`config.mk`:
```
export PLATFORM = sky130hd
export DESIGN_NAME = seqmul_unit
export DESIGN_NICKNAME = d
export VERILOG_FILES = /design/src/rtl/imul_pkg.sv /design/src/rtl/imul_decode.sv /design/src/rtl/imul_core.sv /design/src/rtl/imul_finish.sv /design/src/rtl/seqmul_unit.sv
export SDC_FILE = /design/constraint.sdc
export NUM_CORES = 1
export LEC_CHECK = 0
export ABC_AREA = 1
export BUFFER_PORTS_ARGS = -buffer_cell sky130_fd_sc_hd__buf_2
export CELL_PAD_IN_SITES_DETAIL_PLACEMENT = 1
export CELL_PAD_IN_SITES_GLOBAL_PLACEMENT = 1
export CORE_ASPECT_RATIO = 1.75
export CORE_MARGIN = 5
export CORE_UTILIZATION = 42
export CTS_CLUSTER_DIAMETER = 40
export DETAILED_ROUTE_END_ITERATION = 8
export GPL_ROUTABILITY_DRIVEN = 0
export PLACE_DENSITY_LB_ADDON = 0.15
export SLEW_MARGIN = 5
export SYNTH_ARGS = -nofsm -noshare
export SYNTH_HDL_FRONTEND = slang
export SYNTH_SLANG_ARGS = --single-unit
```
`constraint.sdc`:
```
create_clock -name clk -period 4.8 [get_ports clk]
set_input_delay 0.96 -clock clk [delete_from_list [all_inputs] [get_ports clk]]
set_output_delay 0.96 -clock clk [all_outputs]
set_load 0.01 [all_outputs]
```
`src/rtl/imul_pkg.sv`:
```
package imul_pkg;

  typedef enum logic [2:0] {
    OP_MUL   = 3'b000,
    OP_MLA   = 3'b001,
    OP_RSV2  = 3'b010,
    OP_RSV3  = 3'b011,
    OP_UMULL = 3'b100,
    OP_UMLAL = 3'b101,
    OP_SMULL = 3'b110,
    OP_SMLAL = 3'b111
  } mop_e;

  typedef struct packed {
    logic legal;
    logic is_long;
    logic is_signed;
    logic adds;
  } mop_attr_t;

  function automatic mop_attr_t decode_op(input logic [2:0] op);
    mop_attr_t r;
    r.legal     = op[2] | ~op[1];
    r.is_long   = op[2];
    r.is_signed = op[2] & op[1];
    r.adds      = op[0];
    return r;
  endfunction

endpackage

```
`src/rtl/imul_decode.sv`:
```
module imul_decode
  import imul_pkg::*;
#(
  parameter int W = 32
) (
  input  logic [2:0]     op,
  input  logic [W-1:0]   opnd_a,
  input  logic [W-1:0]   opnd_b,
  input  logic [W-1:0]   acc_in,
  input  logic [W-1:0]   acc_hi,
  input  logic [W-1:0]   acc_lo,
  output mop_attr_t      attr,
  output logic [2*W-1:0] mcand,
  output logic [W-1:0]   mplier,
  output logic [2*W-1:0] addend
);
  localparam int PW = 2 * W;

  always_comb begin
    attr   = decode_op(op);
    mplier = opnd_b;
    if (attr.is_signed) mcand = {{W{opnd_a[W-1]}}, opnd_a};
    else                mcand = {{W{1'b0}}, opnd_a};
    if (!attr.adds)        addend = '0;
    else if (attr.is_long) addend = {acc_hi, acc_lo};
    else                   addend = PW'(acc_in);
  end

endmodule

```
`src/rtl/imul_core.sv`:
```
module imul_core #(
  parameter int W = 32
) (
  input  logic           clk,
  input  logic           rst,
  input  logic           load,
  input  logic           sgn_in,
  input  logic [2*W-1:0] mcand_in,
  input  logic [W-1:0]   mplier_in,
  output logic [2*W-1:0] prod,
  output logic           running,
  output logic           fin
);
  localparam int PW = 2 * W;
  localparam int CW = $clog2(W);
  localparam logic [CW-1:0] LAST = CW'(W - 1);

  logic [PW-1:0] mcand_q;
  logic [W-1:0]  mplier_q;
  logic [PW-1:0] prod_q;
  logic [CW-1:0] cnt_q;
  logic          sgn_q;
  logic          run_q;
  logic          fin_q;

  logic          last;
  logic [PW-1:0] step_val;

  // The top multiplier bit of a signed operand carries negative weight.
  always_comb begin
    last = (cnt_q == LAST);
    if (!mplier_q[0])        step_val = prod_q;
    else if (last && sgn_q)  step_val = prod_q - mcand_q;
    else                     step_val = prod_q + mcand_q;
  end

  always_ff @(posedge clk) begin
    if (rst) begin
      mcand_q  <= '0;
      mplier_q <= '0;
      prod_q   <= '0;
      cnt_q    <= '0;
      sgn_q    <= 1'b0;
      run_q    <= 1'b0;
      fin_q    <= 1'b0;
    end else begin
      fin_q <= 1'b0;
      if (load) begin
        mcand_q  <= mcand_in;
        mplier_q <= mplier_in;
        prod_q   <= '0;
        cnt_q    <= '0;
        sgn_q    <= sgn_in;
        run_q    <= 1'b1;
      end else if (run_q) begin
        prod_q   <= step_val;
        mcand_q  <= mcand_q << 1;
        mplier_q <= mplier_q >> 1;
        cnt_q    <= cnt_q + 1'b1;
        if (last) begin
          run_q <= 1'b0;
          fin_q <= 1'b1;
        end
      end
    end
  end

  assign prod    = prod_q;
  assign running = run_q;
  assign fin     = fin_q;

endmodule

```
`src/rtl/imul_finish.sv`:
```
module imul_finish #(
  parameter int W = 32
) (
  input  logic [2*W-1:0] prod,
  input  logic [2*W-1:0] addend,
  input  logic           is_long,
  output logic [W-1:0]   out_hi,
  output logic [W-1:0]   out_lo,
  output logic           neg,
  output logic           zero
);
  localparam int PW = 2 * W;

  logic [PW-1:0] sum;

  always_comb begin
    sum = prod + addend;
    if (is_long) begin
      out_hi = sum[PW-1:W];
      out_lo = sum[W-1:0];
      neg    = sum[PW-1];
      zero   = (sum == '0);
    end else begin
      out_hi = '0;
      out_lo = sum[W-1:0];
      neg    = sum[W-1];
      zero   = (sum[W-1:0] == '0);
    end
  end

endmodule

```
`src/rtl/seqmul_unit.sv`:
```
module seqmul_unit
  import imul_pkg::*;
#(
  parameter int W = 32
) (
  input  logic         clk,
  input  logic         rst,
  input  logic         start,
  input  logic [2:0]   op,
  input  logic         set_flags,
  input  logic [W-1:0] opnd_a,
  input  logic [W-1:0] opnd_b,
  input  logic [W-1:0] acc_in,
  input  logic [W-1:0] acc_hi,
  input  logic [W-1:0] acc_lo,
  output logic [W-1:0] res_hi,
  output logic [W-1:0] res_lo,
  output logic         flag_n,
  output logic         flag_z,
  output logic         done,
  output logic         busy,
  output logic         err
);
  localparam int PW = 2 * W;

  mop_attr_t     attr;
  logic [PW-1:0] mcand_d;
  logic [W-1:0]  mplier_d;
  logic [PW-1:0] addend_d;

  logic [PW-1:0] addend_q;
  logic          long_q;
  logic          flen_q;

  logic [PW-1:0] prod;
  logic          running;
  logic          fin;

  logic [W-1:0]  fin_hi;
  logic [W-1:0]  fin_lo;
  logic          fin_n;
  logic          fin_z;

  logic          accept;
  logic          load;

  logic [W-1:0]  res_hi_q;
  logic [W-1:0]  res_lo_q;
  logic          flag_n_q;
  logic          flag_z_q;
  logic          done_q;
  logic          err_q;

  imul_decode #(.W(W)) u_decode (
    .op     (op),
    .opnd_a (opnd_a),
    .opnd_b (opnd_b),
    .acc_in (acc_in),
    .acc_hi (acc_hi),
    .acc_lo (acc_lo),
    .attr   (attr),
    .mcand  (mcand_d),
    .mplier (mplier_d),
    .addend (addend_d)
  );

  assign busy   = running | fin;
  assign accept = start & ~busy;
  assign load   = accept & attr.legal;

  imul_core #(.W(W)) u_core (
    .clk       (clk),
    .rst       (rst),
    .load      (load),
    .sgn_in    (attr.is_signed),
    .mcand_in  (mcand_d),
    .mplier_in (mplier_d),
    .prod      (prod),
    .running   (running),
    .fin       (fin)
  );

  imul_finish #(.W(W)) u_finish (
    .prod    (prod),
    .addend  (addend_q),
    .is_long (long_q),
    .out_hi  (fin_hi),
    .out_lo  (fin_lo),
    .neg     (fin_n),
    .zero    (fin_z)
  );

  always_ff @(posedge clk) begin
    if (rst) begin
      addend_q <= '0;
      long_q   <= 1'b0;
      flen_q   <= 1'b0;
      res_hi_q <= '0;
      res_lo_q <= '0;
      flag_n_q <= 1'b0;
      flag_z_q <= 1'b0;
      done_q   <= 1'b0;
      err_q    <= 1'b0;
    end else begin
      done_q <= fin;
      err_q  <= accept & ~attr.legal;
      if (load) begin
        addend_q <= addend_d;
        long_q   <= attr.is_long;
        flen_q   <= set_flags;
      end
      if (fin) begin
        res_hi_q <= fin_hi;
        res_lo_q <= fin_lo;
        if (flen_q) begin
          flag_n_q <= fin_n;
          flag_z_q <= fin_z;
        end
      end
    end
  end

  assign res_hi = res_hi_q;
  assign res_lo = res_lo_q;
  assign flag_n = flag_n_q;
  assign flag_z = flag_z_q;
  assign done   = done_q;
  assign err    = err_q;

endmodule

```
==> results_dict.tcl <==
set metrics [dict create \
    status "completed" \
    cts.root.buffer_cell "clkbuf_16" \
    via_per_inst 5.38 \
    synth.distinct_cells 54 \
    yosysWarnings 0 \
    crit_type "register to register" \
    grt_first_pass_wirelength_mm 144 \
    seq_area_frac_synth 0.260 \
    crit_fanout 18 \
    grt_max_degree 90 \
    vias 25933 \
    drv_slew 0 \
    p_per_area_nw_per_um2 266 \
    ios 236 \
    initial_core_util 0.423 \
    crit_start "u_core.cnt_q[0]" \
    syn_avg_cell_area_sq_um 5.97 \
    skew_ns 0.0238 \
    required_ns 5.26 \
    fmax_ghz 0.222 \
    crit_arrival_ns 4.96 \
    drtIter0Drc 1175 \
    die_y_microns 322 \
    cts_buffers 39 \
    clkSinkCount 302 \
    reg2reg_depth 22 \
    synth_edf_count 0 \
    worst_pin_slew_ns 1.06 \
    synthTopCellsByCount "nand2_1, inv_1, nor2_1" \
    drt-total-wl_mm 93.1 \
    coreArea_sq_um 55100 \
    area.sequential_sq_um 6050 \
    worstSetupEndpoint "u_core.prod[56]" \
    netlist.area_leader.share 0.260 \
    drc 0 \
    setup-tns-final_ns 0 \
    path_clk_slew_ns 0.06 \
    crit_path_start_kind "register" \
    postPlaceCellArea_sq_um 25100 \
    syn_inst 3902 \
    synth.net_count 4200 \
    clock_latency_ns 0.57 \
    io_buffers 235 \
    clockBufferDepth 3 \
    relSlewSlack 0.294 \
    area_delta_synth_final_pct 13.7 \
    reg2reg_to "u_core.prod[56]" \
    crit_path_end_kind "register" \
    hold_buffers 0 \
    ff2ff_setup_slack_ns 0.30 \
    cap_violations 0 \
    dieArea_sq_um 60500 \
    final_nets 4388 \
    synthFlopType "dfxtp_1" \
    netlist_area_sq_um 23300 \
    cts_tree "done" \
    yosys-top-cells-area "dfxtp_1, nand2_1, inv_1" \
    dp_hpwl_mm 75.7 \
    synth-seq-cells 302 \
    detail-route-antenna-nets 0 \
    wire_per_inst_microns 19.3 \
    antenna_found_initial 0 \
    drive_gt1_frac 0.0966 \
    ir_drop_mv 0.265 \
    post-synth-top-count-cell "nand2_1" \
    antenna_cells 0 \
    async_flop_share 0 \
    htree_levels 2 \
    layout_min_cycle_time_ns 4.50 \
    die_w_microns 188 \
    finalCritPeriodShare 0.938 \
    grt_pass1_vias 27077 \
    synth_top_area_cell "dfxtp_1" \
    r2r-start "u_core.cnt_q[0]" \
    rsz0062_at_grt "false" \
    setup_viol 0 \
    fin_area_sq_um 26500 \
    grt_remaining_overflow 0 \
    hold_class "register to register" \
    dr.pass1.iters 8 \
    rows 114 \
    track_usage 0.299 \
    multiInputGateArea_sq_um 14600 \
    leakage_uw 0.0136 \
    nFillCells 7831 \
    hold_viol_final 0 \
]
[registers in the layout, indices dropped and copies added, names as in the netlist]
| register | flops |
|---|---|
| u_core.mplier_q | 32 |
| u_core.prod | 64 |
| flag_z | 1 |
| u_core.sgn_q | 1 |
| u_core.fin | 1 |
| res_lo | 32 |
| long_q | 1 |
| addend_q | 64 |
| u_core.mcand_q | 64 |
| flag_n | 1 |
| u_core.running | 1 |
| u_core.cnt_q | 5 |
| res_hi | 32 |
| done | 1 |
| err | 1 |
| flen_q | 1 |
[where the power goes]
part | internal, uW | total (uW) | switching [uW]
clock network | 1650 | 2950 | 1300
logic | 469 | 1350 | 885
registers | 2610 | 2740 | 126
[per-stage QoR]
step	setup WS, ns	power, uW	util	hold slack, ns	cells
3_3_place_gp	0.0156	4100	0.456	0.449	4744
5_1_grt	0.0109	7360	0.481	0.495	4816
3_5_place_dp	0.0118	4130	0.456	0.455	4744
6_report	0.299	7040	0.481	0.469	4816
4_1_cts	0.00447	7100	0.480	0.470	4815
2_1_floorplan	1.10	3690	-	0.428	3902
[worst min-delay path by stage]
stage,endpoint,slack (ns),cells after the start,from
4_1_cts,addend_q[56],0.47,2,addend_q[56]
5_1_grt,u_core.mplier_q[31],0.50,2,u_core.mplier_q[31]
3_3_place_gp,addend_q[56],0.45,2,addend_q[56]
3_5_place_dp,addend_q[56],0.45,2,addend_q[56]
6_report,flag_z,0.47,2,flag_z
2_1_floorplan,u_core.sgn_q,0.43,2,u_core.sgn_q
[critical path, stage by stage, from the launching register on]
cell and delay (ns):
dfxtp_1 0.32, ha_1 0.21, and3_1 0.18, ha_1 0.19
nand2_1 0.14, clkinvlp_4 0.23, buf_4 0.27, a21oi_1 0.36
nor3_2 0.16, xor2_1 0.18, ha_1 0.40, nand2_1 0.13
nor2_1 0.12, inv_1 0.08, nor2_1 0.15, inv_1 0.13
nor2_1 0.20, inv_1 0.06, o211ai_1 0.44, a21o_1 0.20
xor2_1 0.06, o21ai_0 0.14, inv_1 0.05
[final cells by class]
type,instances,share of cell area
Multi-Input combinational cell,2882,0.552
Tap cell,696,0.0329
Timing Repair Buffer,267,0.0536
Clock buffer,45,0.0392
Sequential cell,302,0.228
Inverter,598,0.0849
Clock inverter,26,0.00903
[what timing repair did]
action / 4_1_cts / 5_1_grt
resized for setup: 1 / 13
cloned: 0 / 0
buffers inserted: 0 / 1
setup endpoints to repair: 1 / 11
pin swaps: 0 / 3
[cells in the final DEF, fill, tap and decap left out, types with 25 or more instances in the layout]
cell type and n:
dfxtp_1 301, a21oi_1 231, nor2_1 471, buf_2 234, inv_1 587, nand2_1 1159
nand4_1 25, ha_1 127, xnor2_1 52, a31oi_1 61, clkbuf_16 39, buf_4 33
xor2_1 87, nor3_1 53, nand3_1 156, o21ai_0 274
[layer usage]
layer  track usage  routed length, microns  up-vias
li1              -                       -    12804
met1         0.307                   35000    12267
met2         0.571                   48400      584
met3        0.0301                    2950      278
met4         0.190                    6780        0
met5             0                       0        -
[logic make-up (layout without fill, tap and decap cells)]
family	count (synthesis)	count (layout)	share of synthesized area
and+or+nand+nor	1935	1935	0.337
buffers and inverters	718	936	0.116
AOI/OAI and AO/OA	677	677	0.164
DFF	302	302	0.260
xor gates and xnor gates	139	139	0.0523
adders and majority gates	131	131	0.0710
No activity file was read; power rests on OpenSTA's default activity.
